`src/rtl/alu_pkg.sv`:
```
package alu_pkg;
  typedef enum logic [3:0] {
    OP_ADD   = 4'd0,
    OP_SUB   = 4'd1,
    OP_SLL   = 4'd2,
    OP_SRL   = 4'd3,
    OP_SRA   = 4'd4,
    OP_AND   = 4'd5,
    OP_OR    = 4'd6,
    OP_XOR   = 4'd7,
    OP_SLT   = 4'd8,
    OP_SLTU  = 4'd9,
    OP_PASSA = 4'd10,
    OP_PASSB = 4'd11
  } alu_op_e;
endpackage

```
`src/rtl/alu_addsub.sv`:
```
module alu_addsub #(
  parameter int W = 32
) (
  input  logic [W-1:0] a,
  input  logic [W-1:0] b,
  input  logic         sub,
  output logic [W-1:0] sum,
  output logic         lt_signed,
  output logic         lt_unsigned
);
  logic [W:0] b_ext;
  logic [W:0] cin_ext;
  logic [W:0] full;

  assign b_ext   = {1'b0, (sub ? ~b : b)};
  assign cin_ext = {{W{1'b0}}, sub};
  assign full    = {1'b0, a} + b_ext + cin_ext;
  assign sum     = full[W-1:0];

  // When subtracting, a clear carry out means a borrow, so a < b unsigned.
  assign lt_unsigned = ~full[W];
  // When the signs differ, the sign of a decides, which avoids the overflow case.
  assign lt_signed = (a[W-1] != b[W-1]) ? a[W-1] : full[W-1];
endmodule

```
`src/rtl/alu_shifter.sv`:
```
module alu_shifter #(
  parameter int W  = 32,
  parameter int SW = $clog2(W)
) (
  input  logic [W-1:0]  a,
  input  logic [SW-1:0] shamt,
  input  logic          right,
  input  logic          arith,
  output logic [W-1:0]  y
);
  logic          fill;
  logic [W-1:0]  src;
  logic [W-1:0]  stage [SW+1];

  assign fill = right & arith & a[W-1];

  // Left shifts reuse the right-shift stages by reversing the bits on entry and exit.
  for (genvar i = 0; i < W; i++) begin : g_rev_in
    assign src[i] = right ? a[i] : a[W-1-i];
  end

  assign stage[0] = src;

  for (genvar s = 0; s < SW; s++) begin : g_stage
    localparam int SH = 1 << s;
    assign stage[s+1] = shamt[s] ? {{SH{fill}}, stage[s][W-1:SH]} : stage[s];
  end

  for (genvar i = 0; i < W; i++) begin : g_rev_out
    assign y[i] = right ? stage[SW][i] : stage[SW][W-1-i];
  end
endmodule

```
`src/rtl/alu_flags.sv`:
```
module alu_flags #(
  parameter int W = 32
) (
  input  logic [W-1:0] res,
  output logic         zero,
  output logic         less
);
  assign zero = ~|res;
  assign less = res[0];
endmodule

```
`src/rtl/alu_core.sv`:
```
module alu_core #(
  parameter int WIDTH = 32
) (
  input  logic [3:0]       op_sel,
  input  logic [WIDTH-1:0] opnd_a,
  input  logic [WIDTH-1:0] opnd_b,
  output logic [WIDTH-1:0] result,
  output logic             zero_flag,
  output logic             less_flag
);
  import alu_pkg::*;

  localparam int SW = $clog2(WIDTH);

  logic             do_sub;
  logic [WIDTH-1:0] sum;
  logic             lt_s;
  logic             lt_u;
  logic             sh_right;
  logic             sh_arith;
  logic [WIDTH-1:0] sh_out;

  assign do_sub   = (op_sel == OP_SUB) || (op_sel == OP_SLT) || (op_sel == OP_SLTU);
  assign sh_right = (op_sel != OP_SLL);
  assign sh_arith = (op_sel == OP_SRA);

  alu_addsub #(.W(WIDTH)) u_addsub (
    .a          (opnd_a),
    .b          (opnd_b),
    .sub        (do_sub),
    .sum        (sum),
    .lt_signed  (lt_s),
    .lt_unsigned(lt_u)
  );

  alu_shifter #(.W(WIDTH), .SW(SW)) u_shift (
    .a    (opnd_a),
    .shamt(opnd_b[SW-1:0]),
    .right(sh_right),
    .arith(sh_arith),
    .y    (sh_out)
  );

  always_comb begin
    case (op_sel)
      OP_ADD, OP_SUB:           result = sum;
      OP_SLL, OP_SRL, OP_SRA:   result = sh_out;
      OP_AND:                   result = opnd_a & opnd_b;
      OP_OR:                    result = opnd_a | opnd_b;
      OP_XOR:                   result = opnd_a ^ opnd_b;
      OP_SLT:                   result = {{(WIDTH-1){1'b0}}, lt_s};
      OP_SLTU:                  result = {{(WIDTH-1){1'b0}}, lt_u};
      OP_PASSA:                 result = opnd_a;
      OP_PASSB:                 result = opnd_b;
      default:                  result = '0;
    endcase
  end

  alu_flags #(.W(WIDTH)) u_flags (
    .res (result),
    .zero(zero_flag),
    .less(less_flag)
  );
endmodule

```
`config.mk`:
```
export PLATFORM = sky130hd
export DESIGN_NAME = alu_core
export DESIGN_NICKNAME = d
export VERILOG_FILES = /design/src/rtl/alu_pkg.sv /design/src/rtl/alu_addsub.sv /design/src/rtl/alu_shifter.sv /design/src/rtl/alu_flags.sv /design/src/rtl/alu_core.sv
export SDC_FILE = /design/constraint.sdc
export NUM_CORES = 1
export LEC_CHECK = 0
export ABC_AREA = 1
export BUFFER_PORTS_ARGS = -buffer_cell sky130_fd_sc_hd__clkbuf_2
export CAP_MARGIN = 20
export CELL_PAD_IN_SITES_DETAIL_PLACEMENT = 1
export CELL_PAD_IN_SITES_GLOBAL_PLACEMENT = 1
export CORE_MARGIN = 2
export CORE_UTILIZATION = 45
export DETAILED_ROUTE_END_ITERATION = 8
export GPL_TIMING_DRIVEN = 0
export PLACE_DENSITY_LB_ADDON = 0.1
export SYNTH_ARGS = -nofsm -noshare
export SYNTH_HDL_FRONTEND = slang
export SYNTH_SLANG_ARGS = --single-unit
```
`constraint.sdc`:
```
create_clock -name vclk -period 10.3
set_input_delay 1.545 -clock vclk [all_inputs]
set_output_delay 1.545 -clock vclk [all_outputs]
set_load 0.1 [all_outputs]
```
# [Word-level counts from Yosys, hierarchy flattened]
# Cells that the tools add are included.
# W data, S select, Z words.
[totals] reg_bits=0 inputBits=68 out_inout_bits=34 word_cells=101
[classes] reduce_logical=7 n_bitwise=7 n_mux=72 add_sub_neg=2 eq_ne=13
[op_table] cell="$pmux W32 S9" n=1
[op_table] cell="$mux W32" n=6
[op_table] cell="$mux W1" n=65
[op_table] cell="$add A32 B32 Y33" n=1
[op_table] cell="$add A33 B1 Y33" n=1
[op_table] cell="$and A32 B32 Y32" n=1
[op_table] cell="$not A32 Y32" n=1
[op_table] cell="$or A32 B32 Y32" n=1
[op_table] cell="$reduce_or A32 Y1" n=1
[op_table] cell="$xor A32 B32 Y32" n=1
[op_table] cell="$eq A4 B3 Y1 const B" n=4
[op_table] cell="$eq A4 B4 Y1 const B" n=4
[op_table] cell="$eq A4 B2 Y1 const B" n=2
[op_table] cell="$eq A4 B1 Y1 const B" n=1
[op_table] cell="$logic_not A4 Y1" n=1
[op_table] cell="$ne A4 B2 Y1 const B" n=1
[op_table] cell="$reduce_or A3 Y1" n=1
[op_table] cell="$and A1 B1 Y1" n=2
[op_table] cell="$logic_or A1 B1 Y1" n=2
[op_table] cell="$reduce_or A2 Y1" n=1
[op_table] cell="$logic_not A1 Y1" n=1
[op_table] cell="$ne A1 B1 Y1" n=1
[op_table] cell="$not A1 Y1" n=1

# [Logic depth before layout (Yosys ltp)]
[logic_depth] word_depth=12 depth_mapped=25 depth_no_buf=24

# [Modules after synthesis]
# Synthesis repeated with hierarchy kept, for this count alone.
[hier_totals] hier_cells=1526 area_unflattened_um2=7758.7
[modules_own_cells] module="alu_core" seq_area_each_um2=0.0 area_each_um2=2812.7 instances=1 cells_per_inst=535
[modules_own_cells] module="alu_shifter" seq_area_each_um2=0.0 area_each_um2=2508.7 instances=1 cells_per_inst=558
[modules_own_cells] module="alu_addsub" seq_area_each_um2=0.0 area_each_um2=2313.5 instances=1 cells_per_inst=401
[modules_own_cells] module="alu_flags" seq_area_each_um2=0.0 area_each_um2=123.9 instances=1 cells_per_inst=32

# [Worst setup path before layout]
# OpenSTA, ideal clock, no wires.
[synth_path] path_type="input-to-output" start="in op_sel[3]" end="out zero_flag" n_path_buf=1 t_required_ns=8.755 path_slack_ns=2.481 path_stages=20 t_arrival_ns=6.274 cell_sequence="inv_1 nand2_1 nand2_2 buf_1 xor2_1 ha_1 nand2_1 a21oi_1 nor3_1 nand2_2 a21oi_2 o21ai_1 or2_2 nand3_1 nand3_1 nor2_1 nand2_1 nor2_1 nand2_1 nor2_1"
[synth_between] elab_chain_cells=12 word_cells_on_any_way=96 classes_between="2 x add/sub; 12 x eq/ne; 72 x mux; 3 x bitwise; 7 x reduce/logical"
[synth_rtl] element="from (decl)" line_no="alu_core.sv:4" text="input logic [3:0] op_sel,"
[synth_rtl] element="parallel branches: the longest is 9 deep, another holds $add A32 B32 Y33"
[synth_rtl] element="$pmux W32 S9 *" line_no="alu_core.sv:45" text="case (op_sel)"
[synth_rtl] element="net result[25]" line_no="alu_core.sv:7" text="output logic [WIDTH-1:0] result,"
[synth_rtl] element="$reduce_or A32 Y1 *" line_no="alu_flags.sv:8" text="assign zero = ~|res;"
[synth_rtl] element="$logic_not A1 Y1 *" line_no="alu_flags.sv:8"
[synth_rtl] element="to (decl)" line_no="alu_core.sv:8" text="output logic zero_flag,"
# Mark *: on every way through the listed nets, which the timed path passes.

# [Worst setup path after layout]
[layout_path] start="in opnd_b[3]" end="out zero_flag"
[layout_between] elab_chain_cells=8 word_cells_on_any_way=46 classes_between="2 x add/sub; 37 x mux; 5 x bitwise; 2 x reduce/logical"
[layout_rtl] element="from (decl)" line_no="alu_core.sv:6" text="input logic [WIDTH-1:0] opnd_b,"
[layout_rtl] element="$not A32 Y32" line_no="alu_addsub.sv:15" text="assign b_ext = {1'b0, (sub ? ~b : b)};"
[layout_rtl] element="$mux W32" line_no="alu_addsub.sv:15"
[layout_rtl] element="$add A32 B32 Y33" line_no="alu_addsub.sv:17" text="assign full = {1'b0, a} + b_ext + cin_ext;"
[layout_rtl] element="$add A33 B1 Y33" line_no="alu_addsub.sv:17"
[layout_rtl] element="$mux W1 / $not A1 Y1 (equally long branches)" line_no="alu_addsub.sv:23, alu_addsub.sv:21"
[layout_rtl] element="$pmux W32 S9 *" line_no="alu_core.sv:45"
[layout_rtl] element="$reduce_or A32 Y1 *" line_no="alu_flags.sv:8"
[layout_rtl] element="$logic_not A1 Y1 *" line_no="alu_flags.sv:8"
# Every way passes the cells marked *; elsewhere a longest branch is shown, timed or not.

==> impl_metrics.ini <==
[routing]
vias = 11000
via_per_inst = 6.33
routedWlPerCell_um = 24.2
drc = 0
drt_iter0_drc = 1071
drt_first_pass_iters = 5
routed_wl_um = 42200
final_antenna_net_count = 0

[timing]
hold_slack_ps = 3830
worstMarginPinSlew_ps = 1120
setup_tns_ps = 0
slew_violations = 0
setup_violations = 0
max_freq_mhz = 128
min_period_over_period_pct = 76.0
slew_headroom_pct = 25.0
hold_viol = 0
rsz0062_at_grt = false
fin_crit_ps = 7830

[setup_path]
end_kind = output pin
path_depth = 22
path_common_cell = nand2_1
crit_chain = clkbuf_2 -> clkbuf_1 -> clkinv_1 -> buf_2 -> xor2_1 -> ha_1 -> nand2_1 -> a21oi_1 -> nor3_1 -> nand2_2 -> nand2_1 -> nand2_1 -> o21ai_0 -> a21oi_1 -> nor4_1 -> nand2_1 -> nor2_1 -> nand2_1 -> nor2_1 -> nand2_1 -> nor2_1 -> clkbuf_2
start_kind = primary input
critPathSlowestCell = nor4_1
worstSetupPathType = in -> out
cp_top_family = simple AND/OR/NAND/NOR gates
required_ps = 8760
worstPathArrival_ps = 6280
crit_fanout = 10
cp_slowest_stage_delay_ps = 850
cp_num_buf_inv = 5

[clock_tree]
cts_setup_buffers = 0
cts_resized = 0
cts_hold_buf = 0

[global_routing]
grt_max_degree = 11
first_global_vias = 10900
antenna_found_initial = 0
grt.total_usage_pct = 45.6
gr-total-overflow = 0
grt_pass1_wl_um = 63000

[pwr]
power_w = 0.000666
vdd_drop_max_v = 0.0000638
power.density_nw_per_um2 = 78.6
leakage_nw = 4.51

[logic_synthesis]
ys_top_cells_by_area = nand3_1, nand2_1, ha_1
synth_common_cells = nand3_1, nand2_1, inv_1
yosysMostFrequentCell = nand3_1
synthDistinctLibCells = 44
syn_inst = 1422
yosysWarnings = 0
syn_nets = 1587
synth_top_area_share_pct = 23.9
yosysSeqAreaShare_pct = 0
syn-cell-area_um2 = 7690
avgSynthCellArea_um2 = 5.41
yosysTopAreaCell = nand3_1

[finish]
areaGrowthSynthToFinish_pct = 10.3
diodes = 0
nClkBuffers = 0
design.seq.count = 0
post_route_cells_drive_above_1_share_pct = 13.2
fill_cells = 2550
nNetsFinal = 1692
regArea_um2 = 0

[placed_design]
hpwl_um = 35500
io_buffers = 102
globalplace.congestion = 1.04

[floorplanning]
io_pins = 102
die_h_um = 135
die_w_um = 135
coreArea_um2 = 16600
rows = 47
die_area_um2 = 18100
start_util_pct = 46.2

[worst_hold_path]
hp-class = in -> out
min_path_cells = 4

[job]
drv_cap = 0

[status]
status = complete, no violations
## metal layers
metal	GRT usage (%)	wire length [µm]	vias to the layer above
met2	74.6	18700	608
met1	52.7	15800	5163
li1	-	-	5062
met5	0	0	-
met4	33.4	3850	0
met3	9.31	3900	210
## through the flow
stage / cells / utilization, % / setup slack (ps) / cell area (µm²)
floorplan: 1422 / - / 2480 / 7690
global placement: 1744 / 50.9 / 2730 / 8470
detailed placement: 1745 / 50.9 / 2680 / 8480
CTS: 1745 / 50.9 / 2660 / 8480
global route: 1745 / 50.9 / 2290 / 8480
finish: 1745 / 50.9 / 2470 / 8480
## power breakdown
part / leakage [nW] / total (W) / internal [W] / switching [W]
logic: 4.51 / 0.000666 / 0.000164 / 0.000502
registers: 0 / 0 / 0 / 0
clock network: 0 / 0 / 0 / 0
## cell type report
class	instances	area [µm²]	share of cell area, %
multi-input combinational	1207	6760	79.7
inverter	139	522	6.15
timing repair buffer	103	514	6.07
buffer	76	409	4.83
tap	220	275	3.25
## cells by family after synthesis
kind of cell	synth area share (%)
compound gates	14.4
fa+ha+maj	15.9
buf+inv	12.1
xor+xnor	3.65
simple gates	54.0
## worst paths after layout
kind                         end       start
worst min-delay path  result[28]  opnd_a[28]
worst max-delay path   zero_flag   opnd_b[3]
## placed cells by master (no fill, tap or decap), types with 16 or more instances in the layout
master	n
buf_2	30
xor2_1	32
o21ai_0	48
nor2_1	92
clkbuf_1	19
inv_1	135
nand3_2	31
a21oi_1	50
nand3_1	367
nand2_1	366
clkbuf_2	102
ha_1	96
a221oi_1	16
No activity file was read; power rests on OpenSTA's default activity.
